--- config.mk ---
export PLATFORM = sky130hd
export DESIGN_NAME = nand_ecc_gen
export DESIGN_NICKNAME = d
export VERILOG_FILES = /design/src/rtl/nand_ecc_pkg.sv /design/src/rtl/nand_ecc_term.sv /design/src/rtl/nand_ecc_accum.sv /design/src/rtl/nand_ecc_seq.sv /design/src/rtl/nand_ecc_gen.sv
export SDC_FILE = /design/constraint.sdc
export NUM_CORES = 1
export LEC_CHECK = 0
export BUFFER_PORTS_ARGS = -buffer_cell sky130_fd_sc_hd__clkbuf_2
export CAP_MARGIN = 30
export CORE_MARGIN = 10
export CORE_UTILIZATION = 25
export DETAILED_ROUTE_END_ITERATION = 7
export MAX_ROUTING_LAYER = met4
export PLACE_DENSITY_LB_ADDON = 0.08
export SLEW_MARGIN = 20
export SYNTH_ARGS = -nofsm -noshare
export SYNTH_HDL_FRONTEND = slang
export SYNTH_HIERARCHICAL = 1
export SYNTH_SLANG_ARGS = --single-unit
export TNS_END_PERCENT = 50
--- constraint.sdc ---
create_clock -name clk -period 3.3 [get_ports clk]
set_clock_uncertainty 0.15 [all_clocks]
set_input_delay 0.66 -clock clk [delete_from_list [all_inputs] [get_ports clk]]
set_output_delay 0.66 -clock clk [all_outputs]
set_load 0.05 [all_outputs]
--- src/rtl/nand_ecc_pkg.sv ---
package nand_ecc_pkg;

  // Page sequencer state: still collecting bytes, or page complete
  typedef enum logic [0:0] {
    SEQ_COLLECT = 1'b0,
    SEQ_FULL    = 1'b1
  } seq_state_t;

endpackage

--- src/rtl/nand_ecc_term.sv ---
// Combinational parity contribution of one byte at a given index in a chunk.
module nand_ecc_term #(
  parameter int BYTE_W = 8,
  parameter int IDX_W  = 8,
  localparam int BIT_W = $clog2(BYTE_W),
  localparam int POS_W = BIT_W + IDX_W
) (
  input  logic [BYTE_W-1:0] data_i,
  input  logic [IDX_W-1:0]  idx_i,
  output logic [POS_W-1:0]  odd_o,
  output logic [POS_W-1:0]  even_o
);

  logic par;

  always_comb begin
    odd_o  = '0;
    even_o = '0;
    par    = ^data_i;
    // low position bits come from the bit index inside the byte
    for (int b = 0; b < BYTE_W; b++) begin
      for (int k = 0; k < BIT_W; k++) begin
        if (b[k]) odd_o[k]  = odd_o[k]  ^ data_i[b];
        else      even_o[k] = even_o[k] ^ data_i[b];
      end
    end
    // upper position bits come from the byte index: whole-byte parity
    for (int k = 0; k < IDX_W; k++) begin
      odd_o[BIT_W+k]  = idx_i[k] & par;
      even_o[BIT_W+k] = ~idx_i[k] & par;
    end
  end

  // each position bit is either set or clear, so the two terms
  // together cover the byte exactly once per word bit
  always_comb begin
    a_r2_term_complement: assert ((odd_o ^ even_o) == {POS_W{par}});
  end

endmodule

--- src/rtl/nand_ecc_accum.sv ---
// One chunk's pair of parity registers.
module nand_ecc_accum #(
  parameter int POS_W = 11
) (
  input  logic             clk,
  input  logic             rst,
  input  logic             clr_i,
  input  logic             en_i,
  input  logic [POS_W-1:0] odd_term_i,
  input  logic [POS_W-1:0] even_term_i,
  output logic [POS_W-1:0] odd_q,
  output logic [POS_W-1:0] even_q
);

  always_ff @(posedge clk) begin
    if (rst || clr_i) begin
      odd_q  <= '0;
      even_q <= '0;
    end else if (en_i) begin
      odd_q  <= odd_q  ^ odd_term_i;
      even_q <= even_q ^ even_term_i;
    end
  end

  // a chunk without an enable keeps its words
  a_r10_hold_idle: assert property (@(posedge clk) disable iff (rst)
    (!en_i && !clr_i) |=> ($stable(odd_q) && $stable(even_q)));

endmodule

--- src/rtl/nand_ecc_seq.sv ---
// Byte position counter, chunk selection and the page-complete flag.
module nand_ecc_seq
  import nand_ecc_pkg::*;
#(
  parameter int CHUNK_BYTES = 256,
  parameter int MAX_CHUNKS  = 2,
  localparam int IDX_W = $clog2(CHUNK_BYTES),
  localparam int SEL_W = (MAX_CHUNKS > 1) ? $clog2(MAX_CHUNKS) : 1,
  localparam int CNT_W = IDX_W + SEL_W
) (
  input  logic                  clk,
  input  logic                  rst,
  input  logic                  clr_i,
  input  logic                  wide_i,
  input  logic                  vld_i,
  output logic [IDX_W-1:0]      idx_o,
  output logic [MAX_CHUNKS-1:0] chunk_en_o,
  output logic                  done_o
);

  localparam logic [CNT_W-1:0] LAST_NARROW = CNT_W'(CHUNK_BYTES - 1);
  localparam logic [CNT_W-1:0] LAST_WIDE   = CNT_W'(CHUNK_BYTES * MAX_CHUNKS - 1);

  seq_state_t       state_q;
  logic [CNT_W-1:0] cnt_q;
  logic [CNT_W-1:0] last_pos;
  logic [SEL_W-1:0] sel;
  logic             take;

  assign last_pos = wide_i ? LAST_WIDE : LAST_NARROW;
  assign take     = vld_i && !clr_i && (state_q == SEQ_COLLECT);
  assign idx_o    = cnt_q[IDX_W-1:0];
  assign sel      = cnt_q[CNT_W-1:IDX_W];
  assign done_o   = (state_q == SEQ_FULL);

  for (genvar c = 0; c < MAX_CHUNKS; c++) begin : g_en
    assign chunk_en_o[c] = take && (sel == SEL_W'(c));
  end

  always_ff @(posedge clk) begin
    if (rst || clr_i) begin
      state_q <= SEQ_COLLECT;
      cnt_q   <= '0;
    end else if (take) begin
      if (cnt_q == last_pos) state_q <= SEQ_FULL;
      else                   cnt_q   <= cnt_q + 1'b1;
    end
  end

  // the page flag holds until a clear
  a_r7_done_holds: assert property (@(posedge clk) disable iff (rst)
    (done_o && !clr_i) |=> done_o);

  // at most one chunk register takes a byte per cycle
  a_r3_one_chunk: assert property (@(posedge clk) disable iff (rst)
    $onehot0(chunk_en_o));

  // no chunk is enabled once the page is complete
  a_r7_no_take_when_done: assert property (@(posedge clk) disable iff (rst)
    done_o |-> (chunk_en_o == '0));

  // no strobe, no enable
  a_r10_no_strobe_no_en: assert property (@(posedge clk) disable iff (rst)
    !vld_i |-> (chunk_en_o == '0));

endmodule

--- src/rtl/nand_ecc_gen.sv ---
// Streaming Hamming code generator for 256- or 512-byte NAND pages.
module nand_ecc_gen #(
  parameter int CHUNK_BYTES = 256,
  parameter int BYTE_W      = 8,
  localparam int MAX_CHUNKS = 2,
  localparam int IDX_W      = $clog2(CHUNK_BYTES),
  localparam int ECC_W      = $clog2(BYTE_W) + IDX_W
) (
  input  logic              clk,
  input  logic              rst,
  input  logic              ecc_clr,
  input  logic              wide_page,
  input  logic              byte_vld,
  input  logic [BYTE_W-1:0] byte_data,
  output logic [ECC_W-1:0]  ecc0_o,
  output logic [ECC_W-1:0]  ecc1_o,
  output logic [ECC_W-1:0]  ecc2_o,
  output logic [ECC_W-1:0]  ecc3_o,
  output logic              page_done
);

  logic [IDX_W-1:0]      idx;
  logic [MAX_CHUNKS-1:0] chunk_en;
  logic [ECC_W-1:0]      odd_term, even_term;
  logic [ECC_W-1:0]      odd_w  [MAX_CHUNKS];
  logic [ECC_W-1:0]      even_w [MAX_CHUNKS];

  nand_ecc_seq #(
    .CHUNK_BYTES(CHUNK_BYTES),
    .MAX_CHUNKS (MAX_CHUNKS)
  ) u_seq (
    .clk       (clk),
    .rst       (rst),
    .clr_i     (ecc_clr),
    .wide_i    (wide_page),
    .vld_i     (byte_vld),
    .idx_o     (idx),
    .chunk_en_o(chunk_en),
    .done_o    (page_done)
  );

  nand_ecc_term #(
    .BYTE_W(BYTE_W),
    .IDX_W (IDX_W)
  ) u_term (
    .data_i(byte_data),
    .idx_i (idx),
    .odd_o (odd_term),
    .even_o(even_term)
  );

  for (genvar c = 0; c < MAX_CHUNKS; c++) begin : g_chunk
    nand_ecc_accum #(
      .POS_W(ECC_W)
    ) u_acc (
      .clk        (clk),
      .rst        (rst),
      .clr_i      (ecc_clr),
      .en_i       (chunk_en[c]),
      .odd_term_i (odd_term),
      .even_term_i(even_term),
      .odd_q      (odd_w[c]),
      .even_q     (even_w[c])
    );
  end

  assign ecc0_o = odd_w[0];
  assign ecc1_o = even_w[0];
  assign ecc2_o = odd_w[1];
  assign ecc3_o = even_w[1];

  // a clear empties every word and drops the flag
  a_r8_clear_empties: assert property (@(posedge clk) disable iff (rst)
    ecc_clr |=> (ecc0_o == '0 && ecc1_o == '0 && ecc2_o == '0 &&
                 ecc3_o == '0 && !page_done));

  // results frozen while the page is complete
  a_r7_frozen_when_done: assert property (@(posedge clk) disable iff (rst)
    (page_done && !ecc_clr) |=> ($stable(ecc0_o) && $stable(ecc1_o) &&
                                 $stable(ecc2_o) && $stable(ecc3_o)));

endmodule

==> results.sh <==
export IMPL_drv_slew=0
export IMPL_area_growth_pct=13.05
export IMPL_vias_per_cell=4.652
export IMPL_clock_power_share_pct=36.8
export IMPL_grt_pass1_vias=2229
export IMPL_cts_tree="yes"
export IMPL_avgSynthCellArea_um2=10.31
export IMPL_final_common_cell="clkbuf_2"
export IMPL_track_usage_pct=10.05
export IMPL_num_vias=2256
export IMPL_rsz0062_at_grt="no"
export IMPL_setup_violations_final=0
export IMPL_ys_seq_elements=54
export IMPL_crit_fanout=8
export IMPL_port_buffers=57
export IMPL_min_period_ns=2.227
export IMPL_drc_errors=0
export IMPL_mostFrequentLayoutCells="57 x clkbuf_2, 54 x dfxtp_1, 45 x nand3b_1"
export IMPL_power_switching_mw=0.4386
export IMPL_clk_path_buf_depth=2
export IMPL_max_freq_mhz=448.9
export IMPL_worstMarginPinSlew_ns=0.6391
export IMPL_gp_congestion=0.7114
export IMPL_clock_latency_ns=0.30
export IMPL_hold_viol_final=0
export IMPL_cts_hold_buf=0
export IMPL_wire_per_inst_um=16.54
export IMPL_ys_seq_area_share_pct=35.56
export IMPL_die_area_mm2=0.01697
export IMPL_row_count=40
export IMPL_grt_first_pass_wirelength_mm=12.69
export IMPL_power_leakage_nw=1.210
export IMPL_setup_tns_ns=0
export IMPL_fin_cells=485
export IMPL_yosysWarnings=6
export IMPL_required_ns=3.39
export IMPL_relSlewSlack_pct=57.06
export IMPL_start_kind="input port"
export IMPL_busiest_layer="met2"
export IMPL_top_level_ports=58
export IMPL_critPathMaxStageDelay_ns=0.43
export IMPL_met1_usage_pct=12.70
export IMPL_final_fill_count=1246
export IMPL_clk_pin_slew_ns=0.07
export IMPL_drv_cap=0
export IMPL_cp_slowest_cell="xnor2_2"
export IMPL_coreArea_mm2=0.01196
export IMPL_drt_pass1_iter_count=4
export IMPL_critPathKind="in2reg"
export IMPL_clock_sinks=54
export IMPL_synth_top_flop_cell="dfxtp_1"
export IMPL_critPathMostFrequentCell="xor2_2"
export IMPL_endpoint_kind="flip-flop"
export IMPL_nNetsFinal=353
export IMPL_yosys_cell_types_count=33
export IMPL_hp_class="reg2reg"
export IMPL_cp_arrival_ns=2.31
export IMPL_antenna_found_initial=0
export IMPL_wl_mm=8.021
export IMPL_syn_inst=295
export IMPL_post_cts_buffers=0
export IMPL_seqPwrFrac_pct=45.5
export IMPL_place_inst=479
export IMPL_status="finished clean"
export IMPL_post_cts_resized=0
export IMPL_gr_usage_met3_pct=2.961
export IMPL_ir_drop_mv=0.1607
export IMPL_drive_gt1_share_pct=37.28
export IMPL_start_util_pct=25.42
export IMPL_dpl_hpwl_mm=5.649
export IMPL_syn_area_mm2=0.003040
export IMPL_cts_root_buf="clkbuf_16"
export IMPL_htree_levels=2
export IMPL_numCtsBuffers=5
export IMPL_crit_chain="clkbuf_2, xor2_2, xnor2_2, xor2_2, nor2_1, a21bo_1, a21oi_2"
export IMPL_synthArstFlopShare_pct=0
export IMPL_swShare_pct=29.99
export IMPL_synth_edf_count=0
export IMPL_power_per_cell_area_mw_per_mm2=425.5
export IMPL_final_period_utilization_pct=67.50
export IMPL_grt_overflow_total=0
export IMPL_drt_iter0_drc=106
export IMPL_diodes=0
export IMPL_p_comb_share_pct=17.6
export IMPL_p_int_mw=1.024
export IMPL_syn_nets=309
export IMPL_ant_nets=0
export IMPL_die_h_um=130.3
export IMPL_grt_max_degree=45
export IMPL_die_width_um=130.3
export IMPL_met2_usage_pct=15.09
stage by stage:
stage	hold slack [ns]	util, %	setup slack [ns]	instance area (um2)	power, mW
after floorplan	0.3407	-	1.155	3040	0.8785
after global placement	0.3161	27.57	0.7405	3298	0.9391
after detailed placement	0.3248	27.57	0.7540	3298	0.9438
after CTS	0.3360	28.73	1.054	3437	1.500
after global routing	0.3717	28.73	0.9014	3437	1.544
final	0.3346	28.73	1.073	3437	1.463
layer usage:
| layer | routed length, um | part of all wire [%] |
|---|---|---|
| met5 | 0 | 0 |
| met4 | 93 | 1.2 |
| met3 | 302 | 3.8 |
| met2 | 3637 | 45 |
| met1 | 3988 | 50 |
critical path, delay by kind of cell:
kind                      cells  cell delay (ns)
AOI/OAI and AO/OA             2             0.34
xor gates and xnor gates      3             1.02
buffers and inverters         1             0.12
and+or+nand+nor               1             0.18
worst paths after layout:
path	start	to	slack, ns	cells past startpoint
setup / recovery	byte_data[0]	g_chunk[1].u_acc/even_q[5]	1.07	7
hold / removal	u_seq/done_o	u_seq/done_o	0.33	2
setup reg to reg	u_seq/cnt_q[1]	u_seq/cnt_q[2]	1.28	5
hold reg to reg	u_seq/done_o	u_seq/done_o	0.33	2
layout make-up:
| cell class | instances | area, um2 | share of cell area (%) |
|---|---|---|---|
| timing repair buffer | 61 | 315.3 | 9.174 |
| tap | 147 | 183.9 | 5.351 |
| multi-input combinational | 214 | 1707 | 49.65 |
| clock buffer | 6 | 138.9 | 4.041 |
| sequential | 54 | 1081 | 31.45 |
| inverter | 3 | 11.26 | 0.3276 |
cells in the mapped netlist, types with 3 or more instances:
master / instances / area [um2]
or2_4: 3 / 26.28
dfxtp_1: 54 / 1081
a21oi_1: 8 / 40.04
nor3_1: 7 / 35.03
buf_6: 4 / 45.04
buf_4: 10 / 75.07
mux2i_1: 3 / 30.03
nand2_1: 3 / 11.26
o21ai_0: 3 / 15.01
a21bo_1: 36 / 360.4
clkbuf_8: 4 / 55.05
o31ai_1: 3 / 22.52
xnor2_1: 8 / 70.07
nor2_1: 17 / 63.81
a21oi_2: 40 / 350.3
xnor2_2: 3 / 48.80
inv_1: 3 / 11.26
a21bo_2: 8 / 80.08
and2_1: 9 / 56.30
xor2_1: 5 / 43.79
buf_8: 4 / 60.06
nand3b_1: 45 / 337.8
state kept, by name, indices dropped and copies added, names as in the netlist:
name	cells
u_seq/cnt_q	9
u_seq/done_o	1
g_chunk.u_acc/even_q	22
g_chunk.u_acc/odd_q	22
cell families after synthesis:
kind of cell / synth area share, %
compound gates: 28.85
simple gates: 19.38
flops: 35.56
buf+inv: 8.395
xor+xnor: 6.420
mux: 0.9877
fa+ha+maj: 0.4115
power groups by stage:
stage	clock network (mW)	registers, mW	logic (mW)
5_1_grt	0.588	0.667	0.288
3_5_place_dp	0	0.682	0.262
3_3_place_gp	0	0.682	0.257
6_report	0.539	0.666	0.257
2_1_floorplan	0	0.706	0.173
4_1_cts	0.570	0.666	0.264
Note: power is estimated with default switching activity, not from simulation.
